## src/rtl/dslice_pkg.sv

```systemverilog
package dslice_pkg;
  localparam int unsigned DEF_DEPTH  = 32;
  localparam int unsigned DEF_TAG_W  = 4;
  localparam int unsigned DEF_OP_W   = 16;
  localparam int unsigned DEF_SEQ_W  = 8;
  localparam int unsigned DEF_DATA_W = 32;

  typedef enum logic {
    KIND_DEP    = 1'b0,
    KIND_LDMISS = 1'b1
  } slot_kind_e;
endpackage

```

## src/rtl/dslice_ptrs.sv

```systemverilog
module dslice_ptrs #(
  parameter int unsigned DEPTH = 32,
  localparam int unsigned PTR_W = (DEPTH > 1) ? $clog2(DEPTH) : 1,
  localparam int unsigned CNT_W = $clog2(DEPTH + 1)
) (
  input  logic             clk,
  input  logic             rst_n,
  input  logic             flush,
  input  logic             push,
  input  logic             pop,
  output logic [PTR_W-1:0] wr_ptr,
  output logic [PTR_W-1:0] rd_ptr,
  output logic             full,
  output logic             empty
);
  localparam logic [PTR_W-1:0] LAST = PTR_W'(DEPTH - 1);
  localparam logic [CNT_W-1:0] CAP  = CNT_W'(DEPTH);

  logic [PTR_W-1:0] wr_q, wr_d, rd_q, rd_d;
  logic [CNT_W-1:0] cnt_q, cnt_d;
  logic             upd_en;

  assign upd_en = flush | push | pop;

  always_comb begin
    wr_d  = wr_q;
    rd_d  = rd_q;
    cnt_d = cnt_q;
    if (flush) begin
      wr_d  = '0;
      rd_d  = '0;
      cnt_d = '0;
    end else begin
      if (push) wr_d = (wr_q == LAST) ? '0 : wr_q + 1'b1;
      if (pop)  rd_d = (rd_q == LAST) ? '0 : rd_q + 1'b1;
      case ({push, pop})
        2'b10:   cnt_d = cnt_q + 1'b1;
        2'b01:   cnt_d = cnt_q - 1'b1;
        default: cnt_d = cnt_q;
      endcase
    end
  end

  always_ff @(posedge clk or negedge rst_n) begin
    if (!rst_n) begin
      wr_q  <= '0;
      rd_q  <= '0;
      cnt_q <= '0;
    end else if (upd_en) begin
      wr_q  <= wr_d;
      rd_q  <= rd_d;
      cnt_q <= cnt_d;
    end
  end

  assign wr_ptr = wr_q;
  assign rd_ptr = rd_q;
  assign full   = (cnt_q == CAP);
  assign empty  = (cnt_q == '0);
endmodule

```

## src/rtl/dslice_store.sv

```systemverilog
module dslice_store #(
  parameter int unsigned DEPTH = 32,
  parameter int unsigned ENT_W = 62,
  localparam int unsigned PTR_W = (DEPTH > 1) ? $clog2(DEPTH) : 1
) (
  input  logic             clk,
  input  logic             wr_en,
  input  logic [PTR_W-1:0] wr_ptr,
  input  logic [ENT_W-1:0] wr_ent,
  input  logic [PTR_W-1:0] rd_ptr,
  output logic [ENT_W-1:0] rd_ent
);
  logic [ENT_W-1:0] slot_q [DEPTH];

  for (genvar g = 0; g < DEPTH; g++) begin : g_slot
    logic slot_we;
    assign slot_we = wr_en && (wr_ptr == PTR_W'(g));
    always_ff @(posedge clk) begin
      if (slot_we) slot_q[g] <= wr_ent;
    end
  end

  assign rd_ent = slot_q[rd_ptr];
endmodule

```

## src/rtl/dslice_wake.sv

```systemverilog
module dslice_wake #(
  parameter int unsigned TAG_W = 4,
  localparam int unsigned NTAG = 1 << TAG_W
) (
  input  logic             clk,
  input  logic             rst_n,
  input  logic             flush,
  input  logic             ret_valid,
  input  logic [TAG_W-1:0] ret_tag,
  input  logic             consume,
  input  logic [TAG_W-1:0] consume_tag,
  input  logic [TAG_W-1:0] look_tag,
  output logic             look_ready
);
  logic [NTAG-1:0] rdy_q, rdy_d;
  logic            rdy_en;

  assign rdy_en = flush | ret_valid | consume;

  always_comb begin
    rdy_d = rdy_q;
    if (flush) begin
      rdy_d = '0;
    end else begin
      if (consume)   rdy_d[consume_tag] = 1'b0;
      if (ret_valid) rdy_d[ret_tag]     = 1'b1;
    end
  end

  always_ff @(posedge clk or negedge rst_n) begin
    if (!rst_n)      rdy_q <= '0;
    else if (rdy_en) rdy_q <= rdy_d;
  end

  assign look_ready = rdy_q[look_tag];
endmodule

```

## src/rtl/dslice_buf.sv

```systemverilog
module dslice_buf
  import dslice_pkg::*;
#(
  parameter int unsigned DEPTH  = DEF_DEPTH,
  parameter int unsigned TAG_W  = DEF_TAG_W,
  parameter int unsigned OP_W   = DEF_OP_W,
  parameter int unsigned SEQ_W  = DEF_SEQ_W,
  parameter int unsigned DATA_W = DEF_DATA_W
) (
  input  logic              clk,
  input  logic              rst_n,
  input  logic              flush,
  input  logic              enq_valid,
  output logic              enq_ready,
  input  logic              enq_is_load,
  input  logic [TAG_W-1:0]  enq_tag,
  input  logic [OP_W-1:0]   enq_op,
  input  logic [SEQ_W-1:0]  enq_seq,
  input  logic              enq_has_val,
  input  logic [DATA_W-1:0] enq_val,
  input  logic              ret_valid,
  input  logic [TAG_W-1:0]  ret_tag,
  output logic              iss_valid,
  input  logic              iss_ready,
  output logic              iss_is_load,
  output logic [TAG_W-1:0]  iss_tag,
  output logic [OP_W-1:0]   iss_op,
  output logic [SEQ_W-1:0]  iss_seq,
  output logic              iss_has_val,
  output logic [DATA_W-1:0] iss_val,
  output logic              empty,
  output logic              full
);
  localparam int unsigned PTR_W = (DEPTH > 1) ? $clog2(DEPTH) : 1;

  typedef struct packed {
    slot_kind_e          kind;
    logic [TAG_W-1:0]    tag;
    logic [OP_W-1:0]     op;
    logic [SEQ_W-1:0]    seq;
    logic                has_val;
    logic [DATA_W-1:0]   val;
  } slot_t;

  localparam int unsigned ENT_W = $bits(slot_t);

  slot_t            wr_slot, hd_slot;
  logic [PTR_W-1:0] wr_ptr, rd_ptr;
  logic             push, pop, hd_ready, hd_is_ld, empty_i, full_i;

  assign push = enq_valid && !full_i && !flush;
  assign pop  = iss_valid && iss_ready && !flush;

  always_comb begin
    wr_slot.kind    = enq_is_load ? KIND_LDMISS : KIND_DEP;
    wr_slot.tag     = enq_tag;
    wr_slot.op      = enq_op;
    wr_slot.seq     = enq_seq;
    wr_slot.has_val = enq_has_val;
    wr_slot.val     = enq_val;
  end

  dslice_ptrs #(.DEPTH(DEPTH)) u_ptrs (
    .clk    (clk),
    .rst_n  (rst_n),
    .flush  (flush),
    .push   (push),
    .pop    (pop),
    .wr_ptr (wr_ptr),
    .rd_ptr (rd_ptr),
    .full   (full_i),
    .empty  (empty_i)
  );

  dslice_store #(.DEPTH(DEPTH), .ENT_W(ENT_W)) u_store (
    .clk    (clk),
    .wr_en  (push),
    .wr_ptr (wr_ptr),
    .wr_ent (wr_slot),
    .rd_ptr (rd_ptr),
    .rd_ent (hd_slot)
  );

  assign hd_is_ld = (hd_slot.kind == KIND_LDMISS);

  dslice_wake #(.TAG_W(TAG_W)) u_wake (
    .clk         (clk),
    .rst_n       (rst_n),
    .flush       (flush),
    .ret_valid   (ret_valid),
    .ret_tag     (ret_tag),
    .consume     (pop && hd_is_ld),
    .consume_tag (hd_slot.tag),
    .look_tag    (hd_slot.tag),
    .look_ready  (hd_ready)
  );

  assign iss_valid   = !empty_i && (!hd_is_ld || hd_ready);
  assign iss_is_load = hd_is_ld;
  assign iss_tag     = hd_slot.tag;
  assign iss_op      = hd_slot.op;
  assign iss_seq     = hd_slot.seq;
  assign iss_has_val = hd_slot.has_val;
  assign iss_val     = hd_slot.val;
  assign empty       = empty_i;
  assign full        = full_i;
  assign enq_ready   = !full_i;
endmodule

```

## config.mk

```make
export PLATFORM = sky130hd
export DESIGN_NAME = dslice_buf
export DESIGN_NICKNAME = d
export VERILOG_FILES = /design/src/rtl/dslice_pkg.sv /design/src/rtl/dslice_ptrs.sv /design/src/rtl/dslice_store.sv /design/src/rtl/dslice_wake.sv /design/src/rtl/dslice_buf.sv
export SDC_FILE = /design/constraint.sdc
export NUM_CORES = 2
export LEC_CHECK = 0
export CORE_MARGIN = 3
export CORE_UTILIZATION = 35
export CTS_CLUSTER_SIZE = 12
export DETAILED_ROUTE_END_ITERATION = 8
export SYNTH_ARGS = -nofsm -noshare
export SYNTH_HDL_FRONTEND = slang
export SYNTH_SLANG_ARGS = --single-unit
```

## constraint.sdc

```tcl
create_clock -name clk -period 17.1 [get_ports clk]
set_input_delay 1.71 -clock clk [delete_from_list [all_inputs] [get_ports clk]]
set_output_delay 1.71 -clock clk [all_outputs]
set_load 0.05 [all_outputs]
```

==> results.ini <==
[worst_setup_path]
worstSetupStartpointType=flop
cp.required_ns=15.39
path_class=flop to output pin
crit_chain=buf_4 > buf_12 > buf_4 > mux4_2 > mux4_2 > mux2i_1 > inv_1 > o221a_2 > nand4_4 > nand2b_1 > inv_1 > clkdlybuf4s50_1
cp-end-kind=output pin
slowest_stage=dfrtp_4
slowest_delay_ns=0.98
r2r_setup_slack_ns=8.82
ff2ff_path_depth=20
critPathLaunch=u_ptrs.rd_ptr[1]$_DFFE_PN0P_
crit_fanout=154
crit_path_end=iss_valid
arrival_ns=7.57
r2r-end=u_ptrs.cnt_q[5]$_DFFE_PN0P_
r2r_start=u_ptrs.rd_ptr[1]$_DFFE_PN0P_

[placement]
globalplace.congestion=0.719
dp.final_hpwl_um=94200
port_buffers=137

[logic_synthesis]
syn-num-nets=3266
synth_compound_area_share_pct=0.757
synth_edf_count=1984
synth-async-reset-ratio_pct=1.59
synth_xor_area_share_pct=0.0452
ys_ff_latch=2016
synthesis.instances=3181
synth_cell_types=63
syn-cell-area_um2=77500
ys_seq_area_share_pct=77.9
synth-simple-area-share_pct=1.28
synth_warnings=0
synth_top_family_by_area=multiplexers
synth_mux_area_share_pct=18.9
synth_fa_ha_area_share_pct=0.220
synth_flop_cell=edfxtp_1
synth_area_per_cell_um2=24.4

[hold_path]
hp-class=flop to flop
min_path_cells=2

[route]
drc=0
antenna_left=0
routed_via_density=5.44
drt_iter0_drc=4358
wl_per_cell_um=29.7
drt-total-wl_um=194000
vias=35500
first_pass_iters=5

[timing]
worst_hold_slack_ns=0.543
fin_crit_sh_pct=54.2
rsz0062_at_grt=false
maxSlewViolCount=0
finalClockSkew_ns=0.0237
setup_tns_ns=0
period_needed_ns=9.28
hold_viol_final=0
tightestPinTransition_ns=1.19
max_freq_mhz=108
final-setup-viol-count=0
slew_headroom_pct=20.6

[cts]
cts_buffers=200
cts_tree=yes
post_cts_buffers=0
cts.sinks=2016
cts.repair.resized=0
cts.clk_slew.worst_paths_ns=0.06
insertion_delay_ns=0.83
hold_buffers=0
h-tree-depth=4
root_buffer=clkbuf_16
clk_path_buf_depth=3

[die]
ios=138
die-area_um2=227000
die_h_um=477
initial_core_util_pct=35.2
die_width_um=477
fp.coreArea_um2=220000
row_count=172

[cells_and_area]
layout.nets=3517
nFillCells=19200
areaGrowthSynthToFinish_pct=14.3
drive_gt1_share_pct=28.4
multi_input_area_um2=16600
final_util_pct=40.3
regArea_um2=60400

[power]
p_leak_nw=26.1
vdd_ir_drop_max_v=0.000136
powerDensity_nw_per_um2=125

[global_routing]
antenna_found_initial=30
grt_pass1_wl_um=274000
track_usage_pct=16.8
grt_pass1_vias=36100
overflow=0
grt_max_degree=155

[status]
status=complete, no violations

[flow_run]
maxCapViolations=0

## where the power goes
part           switching, mW  internal [mW]
logic                  0.796          0.738
clock network           1.75           2.28
registers             0.0344           5.46
total                   2.58           8.48
## registers in the layout (all words and copies together) (netlist names)
name,cells
u_ptrs.wr_ptr,5
u_ptrs.rd_ptr,5
u_store.slot_q,1984
u_ptrs.cnt_q,6
u_wake.rdy_q,16
## metrics by stage
stage / power (mW) / worst slack [ns] / instance area [um2] / instances
global route: 11.5 / 7.48 / 88500 / 6512
floorplan: 6.72 / 9.93 / 77500 / 3181
detailed placement: 7.17 / 8.64 / 82700 / 6188
finish: 11.1 / 7.82 / 88500 / 6517
CTS: 11.2 / 7.75 / 88500 / 6510
global placement: 7.16 / 8.59 / 82700 / 6188
## layout make-up
| class | instances | share of cell area (%) |
|---|---|---|
| Clock buffer | 276 | 6.12 |
| Sequential cell | 2016 | 68.2 |
| Antenna cell | 7 | 0.0198 |
| Timing Repair Buffer | 210 | 2.22 |
| Clock inverter | 46 | 0.482 |
| Tap cell | 2958 | 4.18 |
| Multi-Input combinational cell | 994 | 18.7 |
| Inverter | 10 | 0.0424 |
## cell usage in the layout, fill, tap and decap left out, types with 10 or more instances in the layout
master           count
mux2_2              61
mux2i_1             40
nor2_4              11
mux4_2             595
clkbuf_1            70
a21oi_1             31
and2_4              10
nor3_1              12
o21ai_0             13
clkinv_1            23
dfrtp_1             27
buf_4               69
clkdlybuf4s50_1    137
edfxtp_1          1984
nand2_1             22
nor2_1              36
clkbuf_16          206
a22oi_1             12
ha_1                12
nand2b_1            11
nand3_1             28
## how the worst min path moves through the flow
stage | from | to | slack [ns]
floorplan | u_wake.rdy_q[11]$_DFFE_PN0P_ | u_wake.rdy_q[11]$_DFFE_PN0P_ | 0.51
global placement | u_wake.rdy_q[0]$_DFFE_PN0P_ | u_wake.rdy_q[0]$_DFFE_PN0P_ | 0.53
detailed placement | u_wake.rdy_q[0]$_DFFE_PN0P_ | u_wake.rdy_q[0]$_DFFE_PN0P_ | 0.53
CTS | u_wake.rdy_q[0]$_DFFE_PN0P_ | u_wake.rdy_q[0]$_DFFE_PN0P_ | 0.54
global route | u_wake.rdy_q[0]$_DFFE_PN0P_ | u_wake.rdy_q[0]$_DFFE_PN0P_ | 0.56
finish | u_wake.rdy_q[0]$_DFFE_PN0P_ | u_wake.rdy_q[0]$_DFFE_PN0P_ | 0.54
## synth_stat cells, types with 4 or more instances
| cell type | number | share of area, % |
|---|---|---|
| nor4_1 | 4 | 0.032 |
| inv_1 | 9 | 0.044 |
| buf_2 | 24 | 0.16 |
| nand2_1 | 22 | 0.11 |
| nor2_1 | 47 | 0.23 |
| and2_1 | 14 | 0.11 |
| ha_1 | 12 | 0.19 |
| a311oi_1 | 8 | 0.090 |
| edfxtp_1 | 1984 | 77 |
| nand3_1 | 28 | 0.18 |
| mux2_2 | 61 | 0.89 |
| dfrtp_1 | 32 | 1.0 |
| clkbuf_1 | 97 | 0.47 |
| nor3_1 | 16 | 0.10 |
| a211oi_1 | 8 | 0.078 |
| buf_1 | 34 | 0.16 |
| nor2b_1 | 8 | 0.065 |
| mux2i_1 | 40 | 0.52 |
| and3_1 | 12 | 0.097 |
| mux4_1 | 4 | 0.14 |
| a22oi_1 | 12 | 0.12 |
| a21oi_1 | 31 | 0.20 |
| nand4_1 | 4 | 0.032 |
| nand2b_1 | 11 | 0.089 |
| mux4_2 | 595 | 17 |
| o21ai_0 | 13 | 0.084 |
## per-layer routing
| layer | share of wire [%] | vias to the layer above | global-route usage, % |
|---|---|---|---|
| met5 | 0.081 | - | 0 |
| met4 | 2.1 | 24 | 4.20 |
| li1 | - | 14200 | - |
| met2 | 48 | 1411 | 27.0 |
| met3 | 7.3 | 287 | 3.54 |
| met1 | 42 | 19500 | 23.5 |
## cells by family (layout without fill, tap and decap cells)
| group | Yosys count | in the layout |
|---|---|---|
| xor+xnor | 4 | 4 |
| fa+ha+maj | 13 | 13 |
| flops | 2016 | 2016 |
| mux | 702 | 702 |
| compound gates | 89 | 89 |
| simple gates | 186 | 186 |
| other cells | 0 | 7 |
| buf+inv | 171 | 542 |
## worst max-delay path: cells and delay by family, from the launching register on
| family | cells | cell delay (ns) |
|---|---|---|
| muxes | 3 | 1.39 |
| AOI/OAI and AO/OA | 1 | 0.22 |
| and+or+nand+nor | 2 | 0.26 |
| buffers and inverters | 6 | 3.68 |
| DFF | 1 | 0.98 |
Note: power is estimated with default switching activity, not from simulation.
